## src/rtl/trig_intc_pkg.sv

```systemverilog
package trig_intc_pkg;
  localparam int NREG     = 7;
  localparam int R_MODE0  = 0;
  localparam int R_MODE1  = 1;
  localparam int R_MODE2  = 2;
  localparam int R_SRCSEL = 3;
  localparam int R_ROUTE  = 4;
  localparam int R_WAKE   = 5;
  localparam int R_MASK   = 6;
  localparam int A_RISE_RD = 28;
  localparam int A_RISE_CL = 29;
  localparam int A_FALL_RD = 30;
  localparam int A_FALL_CL = 31;
  localparam int A_STAT0   = 32;
  localparam int A_STAT1   = 33;
  localparam int A_TEST_RD = 34;
  localparam int A_TEST_WR = 35;

  typedef enum logic [2:0] {
    M_OFF  = 3'b000,
    M_RISE = 3'b001,
    M_FALL = 3'b010,
    M_BOTH = 3'b011,
    M_HIGH = 3'b101,
    M_LOW  = 3'b110
  } trig_mode_e;
endpackage

```

## src/rtl/trig_intc_sync.sv

```systemverilog
module trig_intc_sync #(
  parameter int W = 32
) (
  input  logic         clk,
  input  logic         rst,
  input  logic [W-1:0] raw,
  output logic [W-1:0] lvl,
  output logic [W-1:0] rise_ev,
  output logic [W-1:0] fall_ev
);
  logic [W-1:0] meta_q, stab_q, prev_q;

  always_ff @(posedge clk) begin
    if (rst) begin
      meta_q <= '0;
      stab_q <= '0;
      prev_q <= '0;
    end else begin
      meta_q <= raw;
      stab_q <= meta_q;
      prev_q <= stab_q;
    end
  end

  assign lvl     = stab_q;
  assign rise_ev = stab_q & ~prev_q;
  assign fall_ev = ~stab_q & prev_q;
endmodule

```

## src/rtl/trig_intc_regs.sv

```systemverilog
module trig_intc_regs
  import trig_intc_pkg::*;
#(
  parameter int W  = 32,
  parameter int AW = 6
) (
  input  logic          clk,
  input  logic          rst,
  input  logic          we,
  input  logic [AW-1:0] addr,
  input  logic [W-1:0]  wdata,
  input  logic [W-1:0]  rise_ev,
  input  logic [W-1:0]  fall_ev,
  input  logic [W-1:0]  stat0,
  input  logic [W-1:0]  stat1,
  output logic [W-1:0]  mode0,
  output logic [W-1:0]  mode1,
  output logic [W-1:0]  mode2,
  output logic [W-1:0]  route,
  output logic [W-1:0]  wake_en,
  output logic [W-1:0]  mask,
  output logic [W-1:0]  rise_q,
  output logic [W-1:0]  fall_q,
  output logic          test_q,
  output logic [W-1:0]  rdata
);
  logic [W-1:0] ctl_q [NREG];
  logic [W-1:0] rd_next;
  logic [W-1:0] rise_cap, fall_cap;

  genvar r;
  generate
    for (r = 0; r < NREG; r++) begin : g_ctl
      localparam logic [AW-1:0] A_SET = AW'(4 * r + 1);
      localparam logic [AW-1:0] A_CLR = AW'(4 * r + 2);
      localparam logic [W-1:0]  RST_V = (r == R_ROUTE || r == R_SRCSET_IDX(r)) ? '1 : '0;
      always_ff @(posedge clk) begin
        if (rst) ctl_q[r] <= RST_V;
        else if (we && addr == A_SET) ctl_q[r] <= ctl_q[r] | wdata;
        else if (we && addr == A_CLR) ctl_q[r] <= ctl_q[r] & ~wdata;
      end

      p_set_r2: assert property (@(posedge clk) disable iff (rst)
        (we && addr == A_SET) |=> ((ctl_q[r] & $past(wdata)) == $past(wdata)) &&
                                   ((ctl_q[r] & ~$past(wdata)) == ($past(ctl_q[r]) & ~$past(wdata))));
      p_clr_r2: assert property (@(posedge clk) disable iff (rst)
        (we && addr == A_CLR) |=> ((ctl_q[r] & $past(wdata)) == '0) &&
                                   ((ctl_q[r] & ~$past(wdata)) == ($past(ctl_q[r]) & ~$past(wdata))));
    end
  endgenerate

  function automatic int R_SRCSET_IDX(input int k);
    return (k == R_SRCSEL) ? k : -1;
  endfunction

  assign mode0   = ctl_q[R_MODE0];
  assign mode1   = ctl_q[R_MODE1];
  assign mode2   = ctl_q[R_MODE2];
  assign route   = ctl_q[R_ROUTE];
  assign wake_en = ctl_q[R_WAKE];
  assign mask    = ctl_q[R_MASK];

  // rising capture for modes 001/011, falling for 010/011
  assign rise_cap = rise_ev & mode0 & ~mode2;
  assign fall_cap = fall_ev & mode1 & ~mode2;

  always_ff @(posedge clk) begin
    if (rst) begin
      rise_q <= '0;
      fall_q <= '0;
      test_q <= 1'b0;
    end else begin
      rise_q <= (rise_q & ~((we && addr == AW'(A_RISE_CL)) ? wdata : '0)) | rise_cap;
      fall_q <= (fall_q & ~((we && addr == AW'(A_FALL_CL)) ? wdata : '0)) | fall_cap;
      if (we && addr == AW'(A_TEST_WR)) test_q <= wdata[0];
    end
  end

  p_latch_hold_r6: assert property (@(posedge clk) disable iff (rst)
    !(we && addr == AW'(A_RISE_CL)) |=> ((rise_q & $past(rise_q)) == $past(rise_q)));
  p_fall_hold_r6: assert property (@(posedge clk) disable iff (rst)
    !(we && addr == AW'(A_FALL_CL)) |=> ((fall_q & $past(fall_q)) == $past(fall_q)));

  always_comb begin
    rd_next = '0;
    for (int k = 0; k < NREG; k++)
      if (addr == AW'(4 * k)) rd_next = ctl_q[k];
    case (int'(addr))
      A_RISE_RD: rd_next = rise_q;
      A_FALL_RD: rd_next = fall_q;
      A_STAT0:   rd_next = stat0;
      A_STAT1:   rd_next = stat1;
      A_TEST_RD: rd_next = {{(W-1){1'b0}}, test_q};
      default:   ;
    endcase
  end

  always_ff @(posedge clk) begin
    if (rst) rdata <= '0;
    else     rdata <= rd_next;
  end
endmodule

```

## src/rtl/trig_intc_detect.sv

```systemverilog
module trig_intc_detect
  import trig_intc_pkg::*;
#(
  parameter int W = 32
) (
  input  logic [W-1:0] mode0,
  input  logic [W-1:0] mode1,
  input  logic [W-1:0] mode2,
  input  logic [W-1:0] lvl,
  input  logic [W-1:0] rise_q,
  input  logic [W-1:0] fall_q,
  input  logic         test,
  output logic [W-1:0] pend
);
  genvar i;
  generate
    for (i = 0; i < W; i++) begin : g_src
      trig_mode_e md;
      logic       hit, valid;
      assign md = trig_mode_e'({mode2[i], mode1[i], mode0[i]});
      always_comb begin
        hit   = 1'b0;
        valid = 1'b1;
        case (md)
          M_RISE: hit = rise_q[i];
          M_FALL: hit = fall_q[i];
          M_BOTH: hit = rise_q[i] | fall_q[i];
          M_HIGH: hit = lvl[i];
          M_LOW:  hit = ~lvl[i];
          default: valid = 1'b0;
        endcase
      end
      assign pend[i] = valid & (hit | test);
    end
  endgenerate
endmodule

```

## src/rtl/trig_intc.sv

```systemverilog
module trig_intc #(
  parameter int NSRC = 32,
  parameter int AW   = 6
) (
  input  logic            clk,
  input  logic            rst,
  input  logic [NSRC-1:0] irq_in,
  input  logic            bus_we,
  input  logic [AW-1:0]   bus_addr,
  input  logic [NSRC-1:0] bus_wdata,
  output logic [NSRC-1:0] bus_rdata,
  output logic            req0_o,
  output logic            req1_o,
  output logic            wake_o
);
  logic [NSRC-1:0] lvl, rise_ev, fall_ev;
  logic [NSRC-1:0] mode0, mode1, mode2, route, wake_en, mask;
  logic [NSRC-1:0] rise_q, fall_q, pend, stat0, stat1;
  logic            test_q;
  logic            req0_q, req1_q, wake_q;

  trig_intc_sync #(.W(NSRC)) u_sync (
    .clk(clk), .rst(rst), .raw(irq_in),
    .lvl(lvl), .rise_ev(rise_ev), .fall_ev(fall_ev)
  );

  trig_intc_regs #(.W(NSRC), .AW(AW)) u_regs (
    .clk(clk), .rst(rst), .we(bus_we), .addr(bus_addr), .wdata(bus_wdata),
    .rise_ev(rise_ev), .fall_ev(fall_ev), .stat0(stat0), .stat1(stat1),
    .mode0(mode0), .mode1(mode1), .mode2(mode2), .route(route),
    .wake_en(wake_en), .mask(mask), .rise_q(rise_q), .fall_q(fall_q),
    .test_q(test_q), .rdata(bus_rdata)
  );

  trig_intc_detect #(.W(NSRC)) u_det (
    .mode0(mode0), .mode1(mode1), .mode2(mode2), .lvl(lvl),
    .rise_q(rise_q), .fall_q(fall_q), .test(test_q), .pend(pend)
  );

  assign stat0 = pend & mask & route;
  assign stat1 = pend & mask & ~route;

  always_ff @(posedge clk) begin
    if (rst) begin
      req0_q <= 1'b0;
      req1_q <= 1'b0;
      wake_q <= 1'b0;
    end else begin
      req0_q <= |stat0;
      req1_q <= |stat1;
      wake_q <= |(pend & wake_en);
    end
  end

  assign req0_o = req0_q;
  assign req1_o = req1_q;
  assign wake_o = wake_q;

  p_masked_silent_r7: assert property (@(posedge clk) disable iff (rst)
    (mask == '0) |=> (!req0_o && !req1_o));
  p_wake_off_r8: assert property (@(posedge clk) disable iff (rst)
    (wake_en == '0) |=> !wake_o);
  p_one_line_r4: assert property (@(posedge clk) disable iff (rst)
    (route == '1) |=> !req1_o);
  p_no_pend_r1: assert property (@(posedge clk) disable iff (rst)
    (mode0 == '0 && mode1 == '0) |=> (!req0_o && !req1_o && !wake_o));
endmodule

```

## config.mk

```make
export PLATFORM = sky130hd
export DESIGN_NAME = trig_intc
export DESIGN_NICKNAME = d
export VERILOG_FILES = /design/src/rtl/trig_intc_pkg.sv /design/src/rtl/trig_intc_sync.sv /design/src/rtl/trig_intc_regs.sv /design/src/rtl/trig_intc_detect.sv /design/src/rtl/trig_intc.sv
export SDC_FILE = /design/constraint.sdc
export NUM_CORES = 1
export LEC_CHECK = 0
export ABC_AREA = 1
export BUFFER_PORTS_ARGS = -buffer_cell sky130_fd_sc_hd__buf_2
export CAP_MARGIN = 0
export CORE_MARGIN = 10
export CORE_UTILIZATION = 35
export DETAILED_ROUTE_END_ITERATION = 16
export PLACE_DENSITY = 0.51
export SYNTH_ARGS = -nofsm -noshare
export SYNTH_HDL_FRONTEND = slang
export SYNTH_SLANG_ARGS = --single-unit
```

## constraint.sdc

```tcl
create_clock -name clk -period 8 [get_ports clk]
set_input_delay 0.4 -clock clk [delete_from_list [all_inputs] [get_ports clk]]
set_output_delay 0.4 -clock clk [all_outputs]
set_load 0.005 [all_outputs]
```

-- Yosys cells after proc, flatten, opt, wreduce, memory -nomap -nowiden
Memory sizes are Yosys's and may differ from the RTL's.
Cells that the tools add are included.
- equality and inequality tests: 188
- multiplexer cells: 139
- bitwise operators: 177
- reductions and logical operators: 53
- operators by type and width (cell ; count):
    $mux W32 ; 23
    $and A32 B32 Y32 ; 19
    $or A32 B32 Y32 ; 9
    $not A32 Y32 ; 7
    $eq A3 B2 Y1 const B ; 64
    $eq A3 B3 Y1 const B ; 64
    $pmux W1 S5 ; 32
    $pmux W32 S5 ; 1
    $reduce_or A5 Y1 ; 32
    $eq A3 B1 Y1 const B ; 32
    $reduce_or A32 Y1 ; 3
    $mux W1 ; 83
    $eq A6 B5 Y1 const B ; 13
    $or A1 B1 Y1 ; 78
    $eq A6 B4 Y1 const B ; 6
    $and A1 B1 Y1 ; 32
    $not A1 Y1 ; 32
    $eq A6 B6 Y1 const B ; 4
    $eq A6 B3 Y1 const B ; 3
    $logic_and A1 B1 Y1 ; 17
    $eq A6 B1 Y1 const B ; 1
    $eq A6 B2 Y1 const B ; 1
    $logic_not A6 Y1 ; 1
- bits in registers: 196
- RAM bits: 224
- output and inout port bits: 35
- memories kept: 1
- memory list (name ; words ; width ; rd ports ; clocked after memory_dff ; wr ports ; line ; text):
    u_regs.ctl_q ; 7 ; 32 ; 7 ; 0 ; 7 ; trig_intc_regs.sv:27 ; logic [W-1:0] ctl_q [NREG];

-- Longest topological paths before layout
Gate-level depths: netlist of the first run.
- depth after elaboration: 9
- gate-level depth with buffers: 13
- gate-level depth less buffers: 13

-- Modules after synthesis
Synthesis of the first run repeated with hierarchy kept, for this count alone.
- cells, all modules: 3295
- area, all modules: 22979.5 um^2
- modules (own cells, without submodules) (module ; times used ; cells an instance ; area each (um^2)):
    trig_intc_regs ; 1 ; 2133 ; 16573.4
    trig_intc_sync ; 1 ; 395 ; 3174.3
    trig_intc_detect ; 1 ; 488 ; 2035.7
    trig_intc ; 1 ; 279 ; 1196.1

-- Least setup slack after synthesis of the first run
OpenSTA, ideal clock, no wires.
- kind: input port to flip-flop
- start: input port bus_addr[5]
- end: memory u_regs.ctl_q[1][0] (netlist: u_regs.ctl_q[0][32]), enable pin
- setup time: 0.466 ns
- data arrival time: 3.167 ns
- data required time: 7.534 ns
- setup slack: 4.367 ns
- stages: 5
- path buffers: 0
- cells stage by stage: nor2_4 inv_2 nor2_8 inv_2 o21ai_0
- RTL lines (item ; line ; text):
    start: declaration ; trig_intc.sv:9 ; input logic [AW-1:0] bus_addr,
    end: declaration ; trig_intc_regs.sv:27 ;

-- Final worst setup path of the first run
- start: input port bus_addr[1]
- end: register u_regs.rdata[13]
- longest elaborated chain between the ends: 9
- elaborated cells between the ends (all ways): 20
- classes of those cells: eq/ne (11); mux (8); reduce/logical (1)
- ends and longest elaborated chain (item ; line ; text):
    $logic_not A6 Y1 ; trig_intc_regs.sv:87 ; if (addr == AW'(4 * k)) rd_next = ctl_q[k];
    $mux W32 (7 in series) ; trig_intc_regs.sv:87 ;
    $pmux W32 S5 * ; trig_intc_regs.sv:88 ; case (int'(addr))
    end signal: assignment ; trig_intc_regs.sv:100 ; else rdata <= rd_next;
    end: declaration ; trig_intc_regs.sv:25 ; output logic [W-1:0] rdata
Every way passes the cells marked *; elsewhere a longest branch is shown, timed or not.
A chain may end at the register's enable or synchronous reset.

==> impl_metrics.toml, run 1 <==
[sta]
slew_headroom_pct = 14.8
hold_violations = 0
fin_hold_ws_ns = 0.0461
min_period_over_period_pct = 39.5
tightest_slew_ns = 1.27
slew_violations = 0
rsz0062_at_grt = "no"
timing.final.crit_period_ns = 3.16
max_freq_ghz = 0.316
setup_viol = 0
skew_ns = 0.0134
setup_tns_ns = 0

[die]
core-area_um2 = 61500
initial_core_util_pct = 35.2
floorplan.rows = 91
ios = 108
die_height_um = 269
die_x_um = 269
die_area_um2 = 72200

[power]
power_switching_uw = 1270
leakagePower_uw = 0.0104
p_per_area_nw_per_um2 = 205
power.share.sequential_pct = 46.8
p_int_uw = 3820
p_clk_share_pct = 46.1
power_uw = 5100
power_switching_share_pct = 25.0
ir_worst_vdd_mv = 0.164
combPwrFrac_pct = 7.0

[synthesis]
synth_most_common_cell = "nand2_1"
syn_avg_cell_area_um2 = 7.65
synth_area_um2 = 21600
synth_cell_types = 38
synthTopCellsByCount = "nand2_1 (534), nor2_1 (404), a21oi_1 (376), inv_1 (318), o21ai_0 (238)"
synth_ff_type = "edfxtp_1"
yosys_warnings = 0
yosysTopAreaCellShare_pct = 31.1
syn-num-nets = 2900
yosysTopAreaCell = "edfxtp_1"
synth.area.top_cells = "edfxtp_1 (31%), dfxtp_1 (18%), nand2_1 (9.3%)"
synthArstFlopShare_pct = 0
synthCells = 2827
synth_edf_count = 224
ys_seq_area_share_pct = 49.2
ys_ff_latch = 420

[critical_path]
worst-setup-path-type = "in -> reg"
path_max_fanout = 40
crit_arrival_ns = 3.69
end_kind = "flip-flop"
required_ns = 8.53
cp-start-kind = "input pin"

[outcome]
status = "completed"

[grt]
grt_pass1_vias = 19301
antenna_found_initial = 3
grt_pass1_wl_um = 120000
grt_max_degree = 71
grt.total_usage_pct = 22.1
overflow = 0

[finish]
stdcell_count = 3740
final_util_pct = 40.5
finalNetCount = 2981
area_growth_syn_to_layout_pct = 15.0
final_layout_size_suffix_gt1_share_pct = 9.70

[drt]
drc = 0
drt_wl_total_um = 81700
dr.pass1.iters = 6
routedWlPerCell_um = 21.8
num_vias = 20532
drt_iter0_drc = 2087
ant_nets = 0
viasPerCell = 5.49

[clock_tree]
clk_latency_ns = 0.60
cts-root-buf = "clkbuf_16"
postCtsSetupBuffers = 0
clk_pin_slew_ns = 0.06
htreeDepth = 2
holdBufCountCts = 31
cts.repair.resized = 0
clkSinkCount = 420
numCtsBuffers = 50
cts_buffer_depth = 3
cts_tree = "done"

[placement]
gp_congestion = 0.902
io_buffers = 107
place_inst = 3615
hpwl_um = 51900

[hold_path]
hp-class = "in -> reg"

[flow_run]
maxCapViolations = 0
routing by layer:
layer	wire length, um	track usage, %	vias up
li1	-	-	9628
met1	34800	29.5	9752
met2	37400	35.6	995
met3	7100	4.02	155
met4	2370	7.06	2
met5	7	0	-
state kept, by name, indices dropped and copies added, names as in the netlist:
signal         count
req0_o             1
req1_o             1
u_regs.ctl_q     224
u_regs.fall_q     32
u_regs.rdata      32
u_regs.rise_q     32
u_regs.test_q      1
u_sync.lvl        32
u_sync.meta_q     32
u_sync.prev_q     32
wake_o             1
path summary, 6_finish.rpt:
check                    start                 to  slack, ns  cells past startpoint
max                bus_addr[1]   u_regs.rdata[13]       4.84                     14
min                 irq_in[31]  u_sync.meta_q[31]       0.05                      3
max reg2reg      u_regs.test_q             req0_o       4.84                     11
min reg2reg  u_sync.meta_q[18]     u_sync.lvl[18]       0.40                      2
layout make-up:
type	count	area [um2]
flip-flops and latches	420	10700
fillers	6256	36600
repair buffers	173	1110
clock inverters	20	181
inverters	349	1310
well taps	790	988
clock buffers	73	1500
diodes	1	2.50
multi-input cells	1914	9120
stage by stage:
step	instance area (um2)	worst slack (ns)
after floorplan	21600	4.37
after global placement	22900	4.51
after detailed placement	22900	4.37
after CTS	24900	4.91
after global routing	24900	4.67
final	24900	4.84
cell usage in the layout, fill, tap and decap left out, types with 3 or more instances in the layout:
master and n:
edfxtp_1 224, nor3_1 4, nor3_4 5, o211ai_1 23, o22ai_1 7, buf_2 106
clkbuf_8 10, clkinv_1 26, o211ai_2 20, nor2_2 6, clkinvlp_4 4, a21oi_1 376
clkbuf_1 10, dlygate4sd3_1 31, buf_4 35, o21ai_1 4, o21ai_4 4, inv_1 317
nand3_2 4, o41ai_1 7, o221ai_1 35, clkbuf_16 53, inv_2 9, dfxtp_1 196
bufinv_16 3, o21ai_0 234, a31oi_1 3, nand2_1 534, or2_2 3, nand3_1 169
nor2_4 8, o21a_1 5, clkinv_2 10, nor2_1 400, a22oi_1 16, nand4_1 39
logic make-up after synthesis:
kind of cell,share of synthesized area (%)
AO/OA/AOI/OAI,19.1
buffers and inverters,9.13
flip-flops,49.2
AND/OR/NAND/NOR,22.5
critical path: stages:
cell and delay [ns]:
buf_2 0.11, inv_1 0.06, nor2_2 0.21, inv_1 0.16, nor2_2 0.58, buf_4 0.44, nand2_2 0.19, nand2_1 0.16
a21oi_4 0.03, buf_4 0.32, inv_1 0.40, buf_4 0.35, a21oi_1 0.06, a21oi_1 0.17
power groups by stage:
stage          logic [uW]  clock network [uW]  registers [uW]
6_report              359                2350            2390
5_1_grt               397                2490            2390
4_1_cts               357                2400            2390
3_5_place_dp          343                   0            2430
3_3_place_gp          339                   0            2430
2_1_floorplan         208                   0            2420
No activity file was read; power rests on OpenSTA's default activity.
==> inputs of run 2 (changes only) <==
Settings changed: PLACE_DENSITY 0.51 to 0.53.
Clock period 8 ns to 2.7 ns, I/O delays scaled along.
==> impl_metrics.toml, run 2 (synthesis gave the netlist of run 1 again) <==
[hold_path]
min_delay_path_depth = 4
holdPathEnd = "u_regs.test_q"
hp-class = "in -> reg"
hp-start = "bus_addr[1]"

[die]
die_height_um = 269
initial_core_util_pct = 35.2
die_x_um = 269
core-area_um2 = 61500
floorplan.rows = 91
ios = 108
die_area_um2 = 72200

[clock_tree]
holdBufCountCts = 66
clkSinkCount = 420
cts.repair.resized = 0
cts-root-buf = "clkbuf_16"
numCtsBuffers = 51
htreeDepth = 2
clk_latency_ns = 0.61
cts_buffer_depth = 3
postCtsSetupBuffers = 0
clk_pin_slew_ns = 0.06
cts_tree = "done"

[critical_path]
regToRegSetupSlack_ns = 0.50
path_max_fanout = 27
reg2reg_to = "wake_o"
worst-setup-path-type = "reg -> reg"
rr_worst_depth = 12
r2r_start = "u_regs.test_q"
cp-start-kind = "flip-flop"
required_ns = 3.15
end_kind = "flip-flop"
crit_arrival_ns = 2.64

[grt]
grt-busiest-layer = "met2"
globalRouteMet1Util_pct = 30.0
grt_pass1_vias = 19662
overflow = 0
globalRouteMet3Util_pct = 4.16
grt.total_usage_pct = 22.2
grt.met2_usage_pct = 35.3
grt_max_degree = 160
antenna_found_initial = 2
grt_pass1_wl_um = 122000

[sta]
skew_ns = 0.0182
hold_violations = 0
max_freq_ghz = 0.455
rsz0062_at_grt = "no"
slew_violations = 0
fin_hold_ws_ns = 0.172
timing.final.crit_period_ns = 2.20
slew_headroom_pct = 33.2
min_period_over_period_pct = 81.3
setup_viol = 0
tightest_slew_ns = 0.998

[finish]
stdcell_count = 3818
regArea_um2 = 10700
finalNetCount = 3059
area_growth_syn_to_layout_pct = 19.1
nFillCells = 6204
final_cell_mix = "nand2_1 (534), nor2_1 (400), a21oi_1 (376), inv_1 (317), o21ai_0 (234)"
largest_reg_flops = 224
final_util_pct = 41.9
final_layout_size_suffix_gt1_share_pct = 10.9
largest-register = "u_regs.ctl_q"
final_common_cell = "nand2_1"
n_antenna_cell = 0
multiInputGateArea_um2 = 9120

[flow_run]
maxCapViolations = 0

[placement]
place_inst = 3657
hpwl_um = 53700
io_buffers = 107
gp_congestion = 0.890

[power]
leakagePower_uw = 0.0108
p_per_area_nw_per_um2 = 605
ir_worst_vdd_mv = 0.417
power_uw = 15600

[drt]
drt_iter0_drc = 2303
dr.pass1.iters = 6
ant_nets = 0
routedWlPerCell_um = 21.5
num_vias = 20773
viasPerCell = 5.44
drt_wl_total_um = 82200
drc = 0

[outcome]
status = "completed"
-- run 2: changes by cell type in the layout (fill, tap and decap cells not counted), sizes merged --
cell         delta
clkinv          -2
buf            +42
inv             +1
clkbuf          +4
bufinv          +1
diode           -1
dlygate4sd3    +35
clkinvlp        -2
-- run 2: metal layers --
metal / wire length (um) / vias up
met1: 34900 / 9731
li1: - / 9801
met4: 2680 / 2
met3: 7860 / 175
met5: 9 / -
met2: 36800 / 1064
-- run 2: worst max-delay path, cell delays in order, from the launching register on --
cell	delay, ns
dfxtp_1	0.32
inv_2	0.26
buf_12	0.25
buf_4	0.16
o21ai_0	0.08
nand2_1	0.08
nand3_1	0.14
nand2_1	0.10
nand2_1	0.06
nor2_1	0.12
nand2_1	0.09
nor2_1	0.18
a21oi_1	0.18
-- run 2: worst max path at each step --
| stage | from | endpoint | slack (ns) |
|---|---|---|---|
| global placement | bus_addr[1] | u_regs.ctl_q[1][53] | 0.28 |
| floorplan | bus_addr[5] | u_regs.ctl_q[0][32] | -0.67 |
| detailed placement | bus_addr[1] | u_regs.ctl_q[1][54] | 0.26 |
| finish | u_regs.test_q | wake_o | 0.50 |
| global route | u_regs.test_q | req0_o | 0.34 |
| CTS | u_regs.test_q | wake_o | 0.55 |
-- run 2: through the flow --
stage          cell area [um2]  worst slack [ns]  setup TNS (ns)
2_1_floorplan            21600            -0.668          -84.46
3_3_place_gp             23300             0.277               0
3_5_place_dp             23300             0.257               0
4_1_cts                  25800             0.552               0
5_1_grt                  25800             0.336               0
6_report                 25800             0.504               0
-- run 2: where the power goes --
| group | total [uW] | switching [uW] | leakage (uW) | internal, uW |
|---|---|---|---|---|
| Sequential | 7060 | 146 | 0.00369 | 6910 |
| Clock | 7370 | 2850 | 0.000893 | 4520 |
| Combinational | 1150 | 809 | 0.00626 | 344 |
-- run 2: layout make-up --
class                      instances  area share, %
tap                              790           3.84
multi-input combinational       1914           35.4
timing repair buffer             250           7.30
clock inverter                    18          0.767
sequential                       420           41.3
clock buffer                      77           6.29
inverter                         349           5.08
